## config.mk

```make
export PLATFORM = sky130hd
export DESIGN_NAME = ckdiv_top
export DESIGN_NICKNAME = d
export VERILOG_FILES = /design/src/rtl/ckdiv_pkg.sv /design/src/rtl/ckdiv_code_sel.sv /design/src/rtl/ckdiv_gen.sv /design/src/rtl/ckdiv_mode.sv /design/src/rtl/ckdiv_top.sv
export SDC_FILE = /design/constraint.sdc
export NUM_CORES = 1
export LEC_CHECK = 0
export ABC_AREA = 1
export BUFFER_PORTS_ARGS = -buffer_cell sky130_fd_sc_hd__clkbuf_2
export CAP_MARGIN = 20
export CORE_ASPECT_RATIO = 0.6
export CORE_UTILIZATION = 42
export CTS_CLUSTER_DIAMETER = 50
export CTS_CLUSTER_SIZE = 30
export DETAILED_ROUTE_END_ITERATION = 7
export PLACE_DENSITY = 0.67
export REMOVE_ABC_BUFFERS = 1
export SLEW_MARGIN = 30
export SYNTH_ARGS = -nofsm -noshare
export SYNTH_HDL_FRONTEND = slang
export SYNTH_SLANG_ARGS = --single-unit
```

## constraint.sdc

```tcl
create_clock -name clk -period 3.3 [get_ports clk]
set_input_delay 0.33 -clock clk [delete_from_list [all_inputs] [get_ports clk]]
set_output_delay 0.33 -clock clk [all_outputs]
set_load 0.005 [all_outputs]
```

## src/rtl/ckdiv_pkg.sv

```systemverilog
package ckdiv_pkg;
  typedef enum logic [2:0] {
    TC_DS     = 3'd0,
    TC_HS     = 3'd1,
    TC_SDR12  = 3'd2,
    TC_SDR25  = 3'd3,
    TC_SDR50  = 3'd4,
    TC_DDR50  = 3'd5,
    TC_SDR104 = 3'd6,
    TC_HS200  = 3'd7
  } tclass_e;

  typedef enum logic [1:0] {
    LANES_1 = 2'b00,
    LANES_4 = 2'b01,
    LANES_8 = 2'b10
  } lanes_e;

  typedef struct packed {
    lanes_e lanes;
    logic   speed_hi;
    logic   fb_sel;
    logic   hwfc;
  } mode_t;

  function automatic lanes_e lanes_decode(input logic [1:0] sel);
    case (sel)
      2'b01:   return LANES_4;
      2'b10:   return LANES_8;
      default: return LANES_1;
    endcase
  endfunction

  function automatic logic is_fast_class(input tclass_e tc);
    return (tc >= TC_SDR50);
  endfunction

  function automatic logic needs_feedback(input tclass_e tc);
    return (tc == TC_SDR104) || (tc == TC_HS200);
  endfunction
endpackage

```

## src/rtl/ckdiv_code_sel.sv

```systemverilog
module ckdiv_code_sel #(
  parameter int DIV_W  = 8,
  parameter int RATE_W = 16
) (
  input  logic              req_sel,
  input  logic [DIV_W-1:0]  div_code,
  input  logic [RATE_W-1:0] mclk_rate,
  input  logic [RATE_W-1:0] req_rate,
  input  logic              ddr_en,
  output logic [DIV_W-1:0]  nxt_code
);
  localparam int QW = RATE_W + 2;
  localparam logic [DIV_W-1:0] CODE_MAX = '1;

  // rounded-up quotient mclk / (2*req), saturated; pass-through when fast enough
  function automatic logic [DIV_W-1:0] rate_to_code(
    input logic [RATE_W-1:0] m,
    input logic [RATE_W-1:0] r,
    input logic              ddr
  );
    logic [QW-1:0] den;
    logic [QW-1:0] num;
    logic [QW-1:0] q;
    if (r == '0) return CODE_MAX;
    if ((r >= m) && !ddr) return '0;
    den = {1'b0, r, 1'b0};
    num = {2'b00, m} + den - QW'(1);
    q   = num / den;
    if (q > QW'(CODE_MAX)) return CODE_MAX;
    if (q == '0) return DIV_W'(1);
    return q[DIV_W-1:0];
  endfunction

  function automatic logic [DIV_W-1:0] ddr_guard(
    input logic [DIV_W-1:0] code,
    input logic             ddr
  );
    return (ddr && (code == '0)) ? DIV_W'(1) : code;
  endfunction

  logic [DIV_W-1:0] raw_code;
  assign raw_code = req_sel ? rate_to_code(mclk_rate, req_rate, ddr_en) : div_code;
  assign nxt_code = ddr_guard(raw_code, ddr_en);
endmodule

```

## src/rtl/ckdiv_gen.sv

```systemverilog
module ckdiv_gen #(
  parameter int DIV_W    = 8,
  parameter int RST_CODE = 1
) (
  input  logic             clk,
  input  logic             rst_n,
  input  logic             pwr_on,
  input  logic [DIV_W-1:0] nxt_code,
  input  logic             ddr_in,
  output logic [DIV_W-1:0] act_code,
  output logic             ddr_q,
  output logic             ck_div,
  output logic             bypass,
  output logic             load_evt,
  output logic             rise_q,
  output logic             fall_q
);
  logic [DIV_W-1:0] cnt;
  logic             phase_end;

  assign bypass    = (act_code == '0);
  assign phase_end = !bypass && (cnt == act_code - 1'b1);
  assign load_evt  = pwr_on && (bypass || (phase_end && !ck_div));

  always_ff @(posedge clk or negedge rst_n) begin
    if (!rst_n) begin
      cnt      <= '0;
      ck_div   <= 1'b0;
      act_code <= DIV_W'(RST_CODE);
      ddr_q    <= 1'b0;
      rise_q   <= 1'b0;
      fall_q   <= 1'b0;
    end else if (!pwr_on) begin
      cnt    <= '0;
      ck_div <= 1'b0;
      rise_q <= 1'b0;
      fall_q <= 1'b0;
    end else begin
      rise_q <= 1'b0;
      fall_q <= 1'b0;
      if (load_evt) begin
        act_code <= nxt_code;
        ddr_q    <= ddr_in;
      end
      if (bypass) begin
        rise_q <= 1'b1;
        cnt    <= '0;
        ck_div <= (nxt_code != '0);
      end else if (phase_end) begin
        cnt    <= '0;
        ck_div <= !ck_div;
        if (!ck_div) rise_q <= 1'b1;
        else         fall_q <= 1'b1;
      end else begin
        cnt <= cnt + 1'b1;
      end
    end
  end
endmodule

```

## src/rtl/ckdiv_mode.sv

```systemverilog
module ckdiv_mode
  import ckdiv_pkg::*;
(
  input  logic       clk,
  input  logic       rst_n,
  input  logic [1:0] width_sel,
  input  logic [2:0] timing_cls,
  input  logic       hwfc_en,
  output mode_t      mode_q
);
  mode_t  mode_d;
  tclass_e tc;

  assign tc = tclass_e'(timing_cls);

  always_comb begin
    mode_d.lanes    = lanes_decode(width_sel);
    mode_d.speed_hi = is_fast_class(tc);
    mode_d.fb_sel   = needs_feedback(tc);
    mode_d.hwfc     = hwfc_en;
  end

  always_ff @(posedge clk or negedge rst_n) begin
    if (!rst_n) mode_q <= '{lanes: LANES_1, speed_hi: 1'b0, fb_sel: 1'b0, hwfc: 1'b0};
    else        mode_q <= mode_d;
  end
endmodule

```

## src/rtl/ckdiv_top.sv

```systemverilog
module ckdiv_top
  import ckdiv_pkg::*;
#(
  parameter int DIV_W    = 8,
  parameter int RATE_W   = 16,
  parameter int RST_CODE = 1
) (
  input  logic              clk,
  input  logic              rst_n,
  input  logic              pwr_on,
  input  logic              req_sel,
  input  logic [DIV_W-1:0]  div_code,
  input  logic [RATE_W-1:0] mclk_rate,
  input  logic [RATE_W-1:0] req_rate,
  input  logic              ddr_en,
  input  logic [1:0]        width_sel,
  input  logic [2:0]        timing_cls,
  input  logic              hwfc_en,
  output logic              card_clk,
  output logic              rise_stb,
  output logic              fall_stb,
  output logic              data_stb,
  output logic [1:0]        bus_field,
  output logic              speed_hi,
  output logic              fb_sel,
  output logic              hwfc_out
);
  logic [DIV_W-1:0] nxt_code;
  logic [DIV_W-1:0] act_code;
  logic             ddr_q;
  logic             ck_div;
  logic             bypass;
  logic             load_evt;
  mode_t            mode_q;

  ckdiv_code_sel #(.DIV_W(DIV_W), .RATE_W(RATE_W)) u_sel (
    .req_sel   (req_sel),
    .div_code  (div_code),
    .mclk_rate (mclk_rate),
    .req_rate  (req_rate),
    .ddr_en    (ddr_en),
    .nxt_code  (nxt_code)
  );

  ckdiv_gen #(.DIV_W(DIV_W), .RST_CODE(RST_CODE)) u_gen (
    .clk      (clk),
    .rst_n    (rst_n),
    .pwr_on   (pwr_on),
    .nxt_code (nxt_code),
    .ddr_in   (ddr_en),
    .act_code (act_code),
    .ddr_q    (ddr_q),
    .ck_div   (ck_div),
    .bypass   (bypass),
    .load_evt (load_evt),
    .rise_q   (rise_stb),
    .fall_q   (fall_stb)
  );

  ckdiv_mode u_mode (
    .clk        (clk),
    .rst_n      (rst_n),
    .width_sel  (width_sel),
    .timing_cls (timing_cls),
    .hwfc_en    (hwfc_en),
    .mode_q     (mode_q)
  );

  assign card_clk  = bypass ? (clk & pwr_on) : ck_div;
  assign data_stb  = rise_stb | (ddr_q & fall_stb);
  assign bus_field = mode_q.lanes;
  assign speed_hi  = mode_q.speed_hi;
  assign fb_sel    = mode_q.fb_sel;
  assign hwfc_out  = mode_q.hwfc;
endmodule

```

==> results of run 1 <==
[per-layer routing]
layer / overflow / GRT usage
met4: 0 / 0.610
met3: 0 / 0.599
met1: 0 / 0.720
met2: 2 / 0.841
met5: 0 / 0.262
[what timing repair did]
action / in CTS
pin swaps: 108
hold endpoints to repair: 24
hold buffers: 1
gates resized for setup: 221
endpoints found under the setup margin: 9
gates cloned: 2
setup buffers: 243
[logic make-up after synthesis]
group | after synthesis | share of synthesized area
flip-flops | 25 | 0.0595
buffers and inverters | 320 | 0.128
AO/OA/AOI/OAI | 310 | 0.209
multiplexers | 1 | 0.000950
adder cells (fa/ha/maj) | 206 | 0.245
AND/OR/NAND/NOR | 619 | 0.269
XOR/XNOR | 107 | 0.0889
[stage by stage]
step / utilization / hold WS [ns]
global placement: 0.609 / 0.365
floorplan: - / 0.0344
CTS: 0.729 / 0.0588
detailed placement: 0.609 / 0.363
==> metrics.csv, run 1 <==
stage,metric,value,unit
floorplan,initial core utilization,0.432,
grt,largest net degree at the start of global routing,26,
place,Placed Area,0.0149,mm^2
yosys,synthesis-stage register bit count,25,
grt,grt total ovfl,2,
place,IO buf count,58,
floorplan,die height,125,um
floorplan,IO Pins,60,
floorplan,Site Rows,44,
yosys,ys async rst share,1.00,
place,Routability Congestion,0.957,
place,DP Worst Slack,-26.81,ns
timing,GRT repair_timing worst endpoint,u_gen.ck_div$_DFFE_PN0P_/D,
place,DP HPWL,29100,um
yosys,sequential fraction of the synthesis area,0.0595,
run_status,first error in the log,[ERROR GRT-0232] Routing congestion too high. Check the congestion heatmap in the GUI.,
yosys,most frequent cell after synthesis,nand2_1,
floorplan,width of the die,206,um
yosys,Synth area leader,ha_1,
run_status,failing step,5_1_grt,
yosys,Mapped Area,0.0105,mm^2
yosys,syn avg cell area,6.64,um^2
yosys,Synth cell types,68,
yosys,Cells after Synth,1588,
grt,global-route usage over all layers,0.702,
place,Placed Cells incl. Taps,2454,
run_status,status,did not finish,
timing,worst endpoint type,sequential cell input,
yosys,dominant synthesized flop cell,dfrtp_1,
yosys,Synth area leaders,"ha_1 24%, nand2_1 12%, inv_1 9.6%",
yosys,Yosys warnings,0,
yosys,Post-synth EDFFs,0,
yosys,Synth top cells by count,"332 x nand2_1, 269 x inv_1, 205 x ha_1, 95 x nor2_1, 75 x a21oi_1",
yosys,Synth top area share,0.243,
==> run 2, diff against run 1 <==
--- a/config.mk
+++ b/config.mk
@@ -8,12 +8,9 @@
 export ABC_AREA = 1
 export BUFFER_PORTS_ARGS = -buffer_cell sky130_fd_sc_hd__clkbuf_2
 export CAP_MARGIN = 20
-export CORE_ASPECT_RATIO = 0.6
-export CORE_UTILIZATION = 42
-export CTS_CLUSTER_DIAMETER = 50
-export CTS_CLUSTER_SIZE = 30
+export CORE_UTILIZATION = 27
 export DETAILED_ROUTE_END_ITERATION = 7
-export PLACE_DENSITY = 0.67
+export PLACE_DENSITY_LB_ADDON = 0.15
 export REMOVE_ABC_BUFFERS = 1
 export SLEW_MARGIN = 30
 export SYNTH_ARGS = -nofsm -noshare
==> metrics.csv, run 2 <==
stage,metric,value,unit,change
run_status,status,"complete, but fails checks",,
run_status,violated checks,negative setup slack,,
drt,via count,12400,,
power,internal power,7380,uW,
power,maximum vdd drop,0.000286,V,
timing,Slew HR,0.583,,
grt,grt total ovfl,0,,
yosys,ys async rst share,1.00,,unchanged
floorplan,die height,200,um,+60%
yosys,Post-synth EDFFs,0,,unchanged
floorplan,initial core utilization,0.277,,-0.155
yosys,Cells after Synth,1588,,unchanged
yosys,Synth cell types,68,,unchanged
timing,post-layout minimum cycle time,28.10,ns,
grt,initial antenna violation count,1,,
drt,DRC,0,,
yosys,sequential fraction of the synthesis area,0.0595,,unchanged
critical_path,CP arrival,28.36,ns,
layout,Non-Filler Instances,2820,,
grt,vias in the first global route,12100,,
power,Clock power frac,0.034,,
drt,DRT iter0 DRCs,316,,
yosys,Mapped Area,0.0105,mm^2,unchanged
grt,first-pass GRT wire length,58000,um,
timing,RSZ-0062 raised after global routing,yes,,
critical_path,R2R Setup Slk,0.58,ns,
critical_path,CP endpoint,u_gen.ck_div,,
layout,fin util,0.477,,
critical_path,worst flop-to-flop path startpoint,u_gen.act_code[2],,
timing,Min Hold Slack,0.0633,ns,
floorplan,Die ar.,0.0398,mm^2,
yosys,Yosys warnings,0,,unchanged
critical_path,worst r2r path cells,14,,
hold_path,HP Start,hwfc_en,,
power,P per Cell Area,743,mW/mm^2,
timing,Final period util,8.52,,
place,Placed Cells incl. Taps,2644,,+7.7%
layout,Area Overhead vs Synth,72.1,%,
place,Routability Congestion,0.825,,-14%
drt,post-route ant nets,0,,
yosys,Synth top cells by count,"332 x nand2_1, 269 x inv_1, 205 x ha_1, 95 x nor2_1, 75 x a21oi_1",,
layout,Final Cell Area,0.0181,mm^2,
critical_path,WS Path Type,in -> reg,,
drt,DR WL/cell,13.1,um,
power,Sw Ratio,0.452,,
place,DP HPWL,28300,um,-2.7%
power,Sw Pwr,6090,uW,
clock_network,Clock transition at path regs,0.06,ns,
timing,Worst Slack Setup Final,-24.80,ns,
layout,layout cells sized above 1,0.527,,
floorplan,width of the die,200,um,-3.4%
critical_path,Critical Path Source,mclk_rate[15],,
grt,global-route usage over all layers,0.182,,
power,Comb pwr share,0.933,,
timing,Final Hold Fails,0,,
layout,# diodes,0,,
timing,Max Freq,0.0356,GHz,
job,Max-Cap Viols,0,,
critical_path,Worst setup SP type,input pin,,
power,Reg power frac,0.034,,
critical_path,data required time of the worst path,3.56,ns,
timing,Fin Clk Skew,0.00299,ns,
yosys,dominant synthesized flop cell,dfrtp_1,,
layout,"commonest cells after routing, fill and taps aside","646 x buf_4, 255 x nand2_1, 234 x inv_1",,
layout,Nets,2567,,
drt,Detailed Routing Iterations Pass 1,4,,
floorplan,Site Rows,71,,+61%
yosys,synthesis-stage register bit count,25,,unchanged
floorplan,core area,0.0380,mm^2,
place,IO buf count,58,,unchanged
yosys,syn avg cell area,6.64,um^2,unchanged
place,Placed Area,0.0151,mm^2,+1.6%
yosys,Synth area leader,ha_1,,
critical_path,Critical Path Max Stage Delay,0.32,ns,
timing,actual slew at the worst max-slew pin,0.625,ns,
timing,Max Slew Vio Count,0,,
critical_path,Crit Path Max Fanout,7,,
layout,"most common cell after layout, fill and taps aside",buf_4,,
drt,routed wire length,37100,um,
clock_network,Skew-Pair Late Insertion Delay,0.37,ns,
hold_path,worst hold path type,in -> reg,,
critical_path,Worst Setup End Kind,register,,
yosys,most frequent cell after synthesis,nand2_1,,
timing,final setup violation count,9,,
critical_path,crit path max-delay cell type,a221o_1,,
drt,via/cell ratio,4.39,,
floorplan,IO Pins,60,,unchanged
critical_path,Most common cell on crit path,nand2_2,,
clock_network,TritonCTS clock tree,built,,
layout,biggest regs,"u_gen.act_code x8, u_gen.cnt x8, u_mode.mode_q x5",,
yosys,Synth top area share,0.243,,unchanged
power,P_leak,0.00971,uW,
grt,largest net degree at the start of global routing,26,,
yosys,Synth area leaders,"ha_1 24%, nand2_1 12%, inv_1 9.6%",,
critical_path,RR Endpoint,u_gen.ddr_q,,
run 2: layout make-up:
cell class                      instances  area, um^2
Timing Repair Buffer                  730        5480
Clock buffer                            7         155
Tap cell                              511         639
Inverter                              301        1180
Clock inverter                          1        5.00
Sequential cell                        25         627
Timing Repair inverter                  2        17.5
Multi-Input combinational cell       1243       10000
Fill cell                            3877       19900
run 2: routing by layer:
layer  global-route usage  share of wire  vias up
met5                    0              0        -
met4               0.0226         0.0087        0
met3              0.00405          0.017       28
met2                0.330           0.50      112
met1                0.243           0.48     5618
li1                     -              -     6620
run 2: how the worst min path moves through the flow:
stage	depth (start not counted)	slack (ns)	to
after global routing	1	0.06	u_mode.mode_q[0]
after global placement	1	0.39	u_gen.act_code[6]
after detailed placement	1	0.39	u_gen.act_code[7]
after CTS	1	0.06	u_mode.mode_q[0]
final	1	0.06	u_mode.mode_q[0]
after floorplan	0	0.03	u_gen.act_code[1]
run 2: critical path, delay by kind of cell:
family,cells,cell delay (ns)
fa+ha+maj,19,4.83
compound gates,65,8.67
mux,1,0.23
simple gates,119,10.19
buf+inv,47,4.02
run 2: power groups by stage:
stage | Clock, uW | Sequential [uW] | Combinational (uW)
after floorplan | 3.14 | 436 | 5780
after global placement | 6.66 | 460 | 9730
after detailed placement | 6.66 | 463 | 9860
after CTS | 462 | 456 | 11200
after global routing | 476 | 467 | 13900
final | 452 | 454 | 12600
run 2: logic make-up after synthesis:
| group | count (synthesis) | share of synthesized area |
|---|---|---|
| adder cells (fa/ha/maj) | 206 | 0.245 |
| AND/OR/NAND/NOR | 619 | 0.269 |
| XOR/XNOR | 107 | 0.0889 |
| flip-flops | 25 | 0.0595 |
| multiplexers | 1 | 0.000950 |
| buffers and inverters | 320 | 0.128 |
| AO/OA/AOI/OAI | 310 | 0.209 |
run 2: through the flow:
step / power, uW / setup TNS [ns] / worst slack [ns]
floorplan: 6220 / -187.19 / -27.15
detailed placement: 10300 / -189.87 / -27.07
CTS: 12100 / -176.42 / -25.16
global placement: 10200 / -185.46 / -26.49
finish: 13500 / -173.72 / -24.80
global route: 14900 / -188.30 / -26.84
run 2: timing repair:
action / 4_1_cts / 5_1_grt
endpoints found under the hold margin: 24 / 0
buffers inserted: 116 / 54
gates resized for setup: 146 / 234
hold buffers: 1 / 0
gates cloned: 2 / 0
pin swaps: 95 / 194
setup endpoints to repair: 9 / 9
Power figures use the tool's default switching activity.
==> run 3, diff against run 2 <==
--- a/config.mk
+++ b/config.mk
@@ -8,10 +8,13 @@
 export ABC_AREA = 1
 export BUFFER_PORTS_ARGS = -buffer_cell sky130_fd_sc_hd__clkbuf_2
 export CAP_MARGIN = 20
+export CORE_MARGIN = 10
 export CORE_UTILIZATION = 27
+export CTS_CLUSTER_DIAMETER = 50
 export DETAILED_ROUTE_END_ITERATION = 7
 export PLACE_DENSITY_LB_ADDON = 0.15
 export REMOVE_ABC_BUFFERS = 1
+export SKIP_LAST_GASP = 1
 export SLEW_MARGIN = 30
 export SYNTH_ARGS = -nofsm -noshare
 export SYNTH_HDL_FRONTEND = slang
==> metrics.csv, run 3 (synthesis gave the netlist of run 2 again) <==
stage,metric,value,unit,change
grt,initial antenna violation count,0,,-1
place,Routability Congestion,0.802,,-2.7%
grt,grt total ovfl,0,,unchanged
layout,biggest regs,"u_gen.act_code x8, u_gen.cnt x8, u_mode.mode_q x5",,
run_status,violated checks,"negative hold slack, negative setup slack",,
timing,Max Slew Vio Count,0,,unchanged
timing,RSZ-0062 raised after global routing,yes,,
layout,# diodes,0,,unchanged
layout,"commonest cells after routing, fill and taps aside","728 x buf_4, 255 x nand2_1, 226 x inv_1",,
critical_path,Worst Setup End Kind,register,,
grt,largest net degree at the start of global routing,26,,unchanged
floorplan,IO Pins,60,,unchanged
drt,via/cell ratio,4.42,,+0.80%
power,P per Cell Area,750,mW/mm^2,+1.0%
timing,Final Hold Fails,24,,+24
layout,Area Overhead vs Synth,83.3,%,
timing,post-layout minimum cycle time,28.14,ns,+0.0393 ns
clock_network,hold buffers post-CTS,0,,-1
drt,Detailed Routing Iterations Pass 1,4,,unchanged
hold_path,worst hold path type,in -> async,,
critical_path,Most common cell on crit path,nand2_2,,
clock_network,TritonCTS clock tree,built,,
critical_path,Critical Path Max Stage Delay,0.37,ns,+0.05 ns
critical_path,WS Path Type,in -> reg,,
drt,via count,13000,,+4.7%
critical_path,crit path buf inv count,47,,unchanged
layout,Final Cell Area,0.0193,mm^2,+6.5%
grt,vias in the first global route,13100,,+8.5%
place,DP HPWL,28700,um,+1.3%
timing,Slew HR,0.557,,-0.0259
timing,Final period util,8.53,,+0.0119
power,P_leak,0.0103,uW,+5.9%
run_status,status,"complete, but fails checks",,
floorplan,core area,0.0386,mm^2,+1.6%
place,IO buf count,58,,unchanged
floorplan,width of the die,218,um,+9.0%
drt,routed wire length,39600,um,+6.9%
timing,final setup violation count,9,,unchanged
layout,Non-Filler Instances,2928,,+3.8%
critical_path,data required time of the worst path,3.56,ns,about the same
drt,DRT iter0 DRCs,397,,+26%
timing,Min Hold Slack,-0.0191,ns,-0.0824 ns
layout,layout cells sized above 1,0.559,,+0.0319
drt,DR WL/cell,13.5,um,+3.0%
drt,DRC,0,,unchanged
critical_path,crit path max-delay cell type,fa_2,,
job,Max-Cap Viols,0,,unchanged
critical_path,Worst setup SP type,input pin,,
drt,post-route ant nets,0,,unchanged
critical_path,Crit Path Max Fanout,8,,+1
layout,final-layout fill cell count,3710,,-4.3%
critical_path,R2R Setup Slk,0.64,ns,+0.06 ns
layout,"most common cell after layout, fill and taps aside",buf_4,,
floorplan,die height,218,um,+9.0%
clock_network,Skew-Pair Late Insertion Delay,0.37,ns,about the same
floorplan,initial core utilization,0.273,,-0.00449
grt,first-pass GRT wire length,63600,um,+9.6%
critical_path,CP arrival,28.41,ns,+0.05 ns
floorplan,Site Rows,72,,+1.4%
floorplan,Die ar.,0.0473,mm^2,+19%
grt,global-route usage over all layers,0.161,,-0.0202
clock_network,Clock transition at path regs,0.06,ns,about the same
timing,actual slew at the worst max-slew pin,0.664,ns,+0.0388 ns
timing,Worst Slack Setup Final,-24.84,ns,-0.0393 ns
place,Placed Area,0.0150,mm^2,-0.59%
power,maximum vdd drop,0.000372,V,+30%
critical_path,"delay-heaviest family, CP",compound AO/OA/AOI/OAI gates,,
place,Placed Cells incl. Taps,2638,,-0.23%
timing,Max Freq,0.0355,GHz,-0.14%
timing,Fin Clk Skew,0.00281,ns,-0.000179 ns
layout,Nets,2668,,+3.9%
==> run 3: cell types whose count changed in the layout (fill, tap and decap cells not counted), sizes merged <==
cell,previous run,this run
buf,674,776
dlygate4sd3,1,0
==> run 3: power by group <==
group / switching (uW) / leakage (uW) / internal [uW]
Clock: 134 / 0.0000894 / 321
Combinational: 6210 / 0.00986 / 7390
Sequential: 69.3 / 0.000325 / 380
Total: 6410 / 0.0103 / 8090
==> run 3: final timing paths <==
check / startpoint / end / cells past startpoint
setup / recovery: req_rate[0] / u_gen.ck_div / 237
hold / removal: rst_n / u_gen.act_code[4] / 1
setup reg to reg: u_gen.act_code[2] / u_gen.act_code[7] / 13
hold reg to reg: u_gen.ddr_q / u_gen.ddr_q / 2
max in group asynchronous: rst_n / u_mode.mode_q[3] / 1
min in group clk: hwfc_en / u_mode.mode_q[0] / 1
==> run 3: final cells by class <==
type	instances	area (um^2)	share of cell area
multi-input combinational	1243	10300	0.534
timing repair buffer	831	6360	0.329
inverter	301	1190	0.0615
tap	518	648	0.0335
sequential	25	627	0.0324
clock buffer	7	155	0.00803
timing repair inverter	2	15.0	0.000777
clock inverter	1	5.00	0.000259
==> run 3: repair_timing <==
action | CTS | global route
pin swaps | 147 | 223
setup endpoints to repair | 9 | 9
setup buffers | 238 | 55
gates resized for setup | 285 | 183
cloned | 2 | 0
==> run 3: metrics by stage <==
stage | total power (uW) | utilization | setup slack, ns | TNS, ns
finish | 14500 | 0.500 | -24.84 | -176.23
global route | 15900 | 0.500 | -26.93 | -190.77
CTS | 13100 | 0.471 | -24.73 | -175.53
detailed placement | 10300 | 0.388 | -26.61 | -187.36
global placement | 10200 | 0.388 | -26.17 | -183.85
floorplan | 6220 | - | -27.15 | -187.19
==> run 3: layer usage <==
layer | global-route usage | part of all wire
met1 | 0.205 | 0.46
met2 | 0.295 | 0.50
met3 | 0.0107 | 0.019
met4 | 0.0282 | 0.017
met5 | 0 | 0
==> run 4, diff against run 3 <==
--- a/config.mk
+++ b/config.mk
@@ -7,9 +7,8 @@
 export LEC_CHECK = 0
 export ABC_AREA = 1
 export BUFFER_PORTS_ARGS = -buffer_cell sky130_fd_sc_hd__clkbuf_2
-export CAP_MARGIN = 20
 export CORE_MARGIN = 10
-export CORE_UTILIZATION = 27
+export CORE_UTILIZATION = 56
 export CTS_CLUSTER_DIAMETER = 50
 export DETAILED_ROUTE_END_ITERATION = 7
 export PLACE_DENSITY_LB_ADDON = 0.15
@@ -18,4 +17,5 @@
 export SLEW_MARGIN = 30
 export SYNTH_ARGS = -nofsm -noshare
 export SYNTH_HDL_FRONTEND = slang
+export SYNTH_HIERARCHICAL = 1
 export SYNTH_SLANG_ARGS = --single-unit
==> metrics.csv, run 4 <==
stage,metric,value,unit,change
floorplan,IO Pins,60,,unchanged
yosys,syn avg cell area,6.35,um^2,-4.3%
grt,vias in the first global route,21100,,
run_status,status,did not finish,,
yosys,sequential fraction of the synthesis area,0.0593,,-0.000225
place,Placed Area,0.0150,mm^2,-0.23%
yosys,Post-synth EDFFs,0,,unchanged
run_status,first error in the log,[ERROR GRT-0116] Global routing finished with congestion. Check the congestion regions in the DRC Viewer.,,
yosys,Synth top cells by count,"400 x nand2_1, 267 x inv_1, 205 x ha_1, 93 x nor2_1, 90 x a21oi_1",,
yosys,ys async rst share,1.00,,unchanged
run_status,failing step,5_1_grt,,
floorplan,die height,157,um,-28%
yosys,Yosys warnings,6,,+6
floorplan,width of the die,157,um,-28%
yosys,Synth top area share,0.242,,-0.000921
grt,largest net degree at the start of global routing,26,,
yosys,Mapped Area,0.0106,mm^2,+0.38%
floorplan,Site Rows,50,,-31%
yosys,Synth area leaders,"ha_1 24%, nand2_1 14%, inv_1 9.5%",,
grt,grt total ovfl,8,,
yosys,Cells after Synth,1666,,+4.9%
yosys,most frequent cell after synthesis,nand2_1,,
yosys,Synth area leader,ha_1,,
yosys,synthesis-stage register bit count,25,,unchanged
place,Routability Congestion,0.967,,+20%
grt,first-pass GRT wire length,124000,um,
floorplan,initial core utilization,0.567,,+0.295
yosys,Synth cell types,63,,-7.4%
yosys,dominant synthesized flop cell,dfrtp_1,,
place,IO buf count,58,,unchanged
place,DP HPWL,29600,um,+3.2%
grt,global-route usage over all layers,0.662,,
-- run 4: cell types whose count changed after synthesis, sizes merged, moves of 4 or more --
cell	change
o21bai	-9
or2	+5
nand2	+43
o211ai	+4
nand4	+6
nand3	+33
buf	+5
nor2	-5
inv	-6
o21ai	-9
-- run 4: stage by stage --
stage / util / setup TNS (ns) / setup WS [ns] / hold slack [ns] / instances
floorplan: - / -183.07 / -27.52 / 0.0344 / 1645
global placement: 0.803 / -172.98 / -25.48 / 0.361 / 2459
detailed placement: 0.803 / -181.38 / -26.68 / 0.389 / 2459
CTS: 0.963 / -167.88 / -24.57 / 0.0589 / 2712
-- run 4: what timing repair did --
action                     CTS
setup buffers              244
hold endpoints to repair    24
setup endpoints to repair    9
resized for setup          228
hold buffers                 1
pin swaps                  117
cloned                       2
-- run 4: cell families after synthesis --
kind of cell | synth area share
adders and majority gates | 0.244
and+or+nand+nor | 0.296
DFF | 0.0593
muxes | 0.00189
AOI/OAI and AO/OA | 0.188
xor gates and xnor gates | 0.0927
buffers and inverters | 0.118
-- run 4: routing by layer --
layer  overflow  track usage
met1          0        0.635
met2          3        0.819
met3          0        0.548
met4          5        0.660
met5          0        0.241
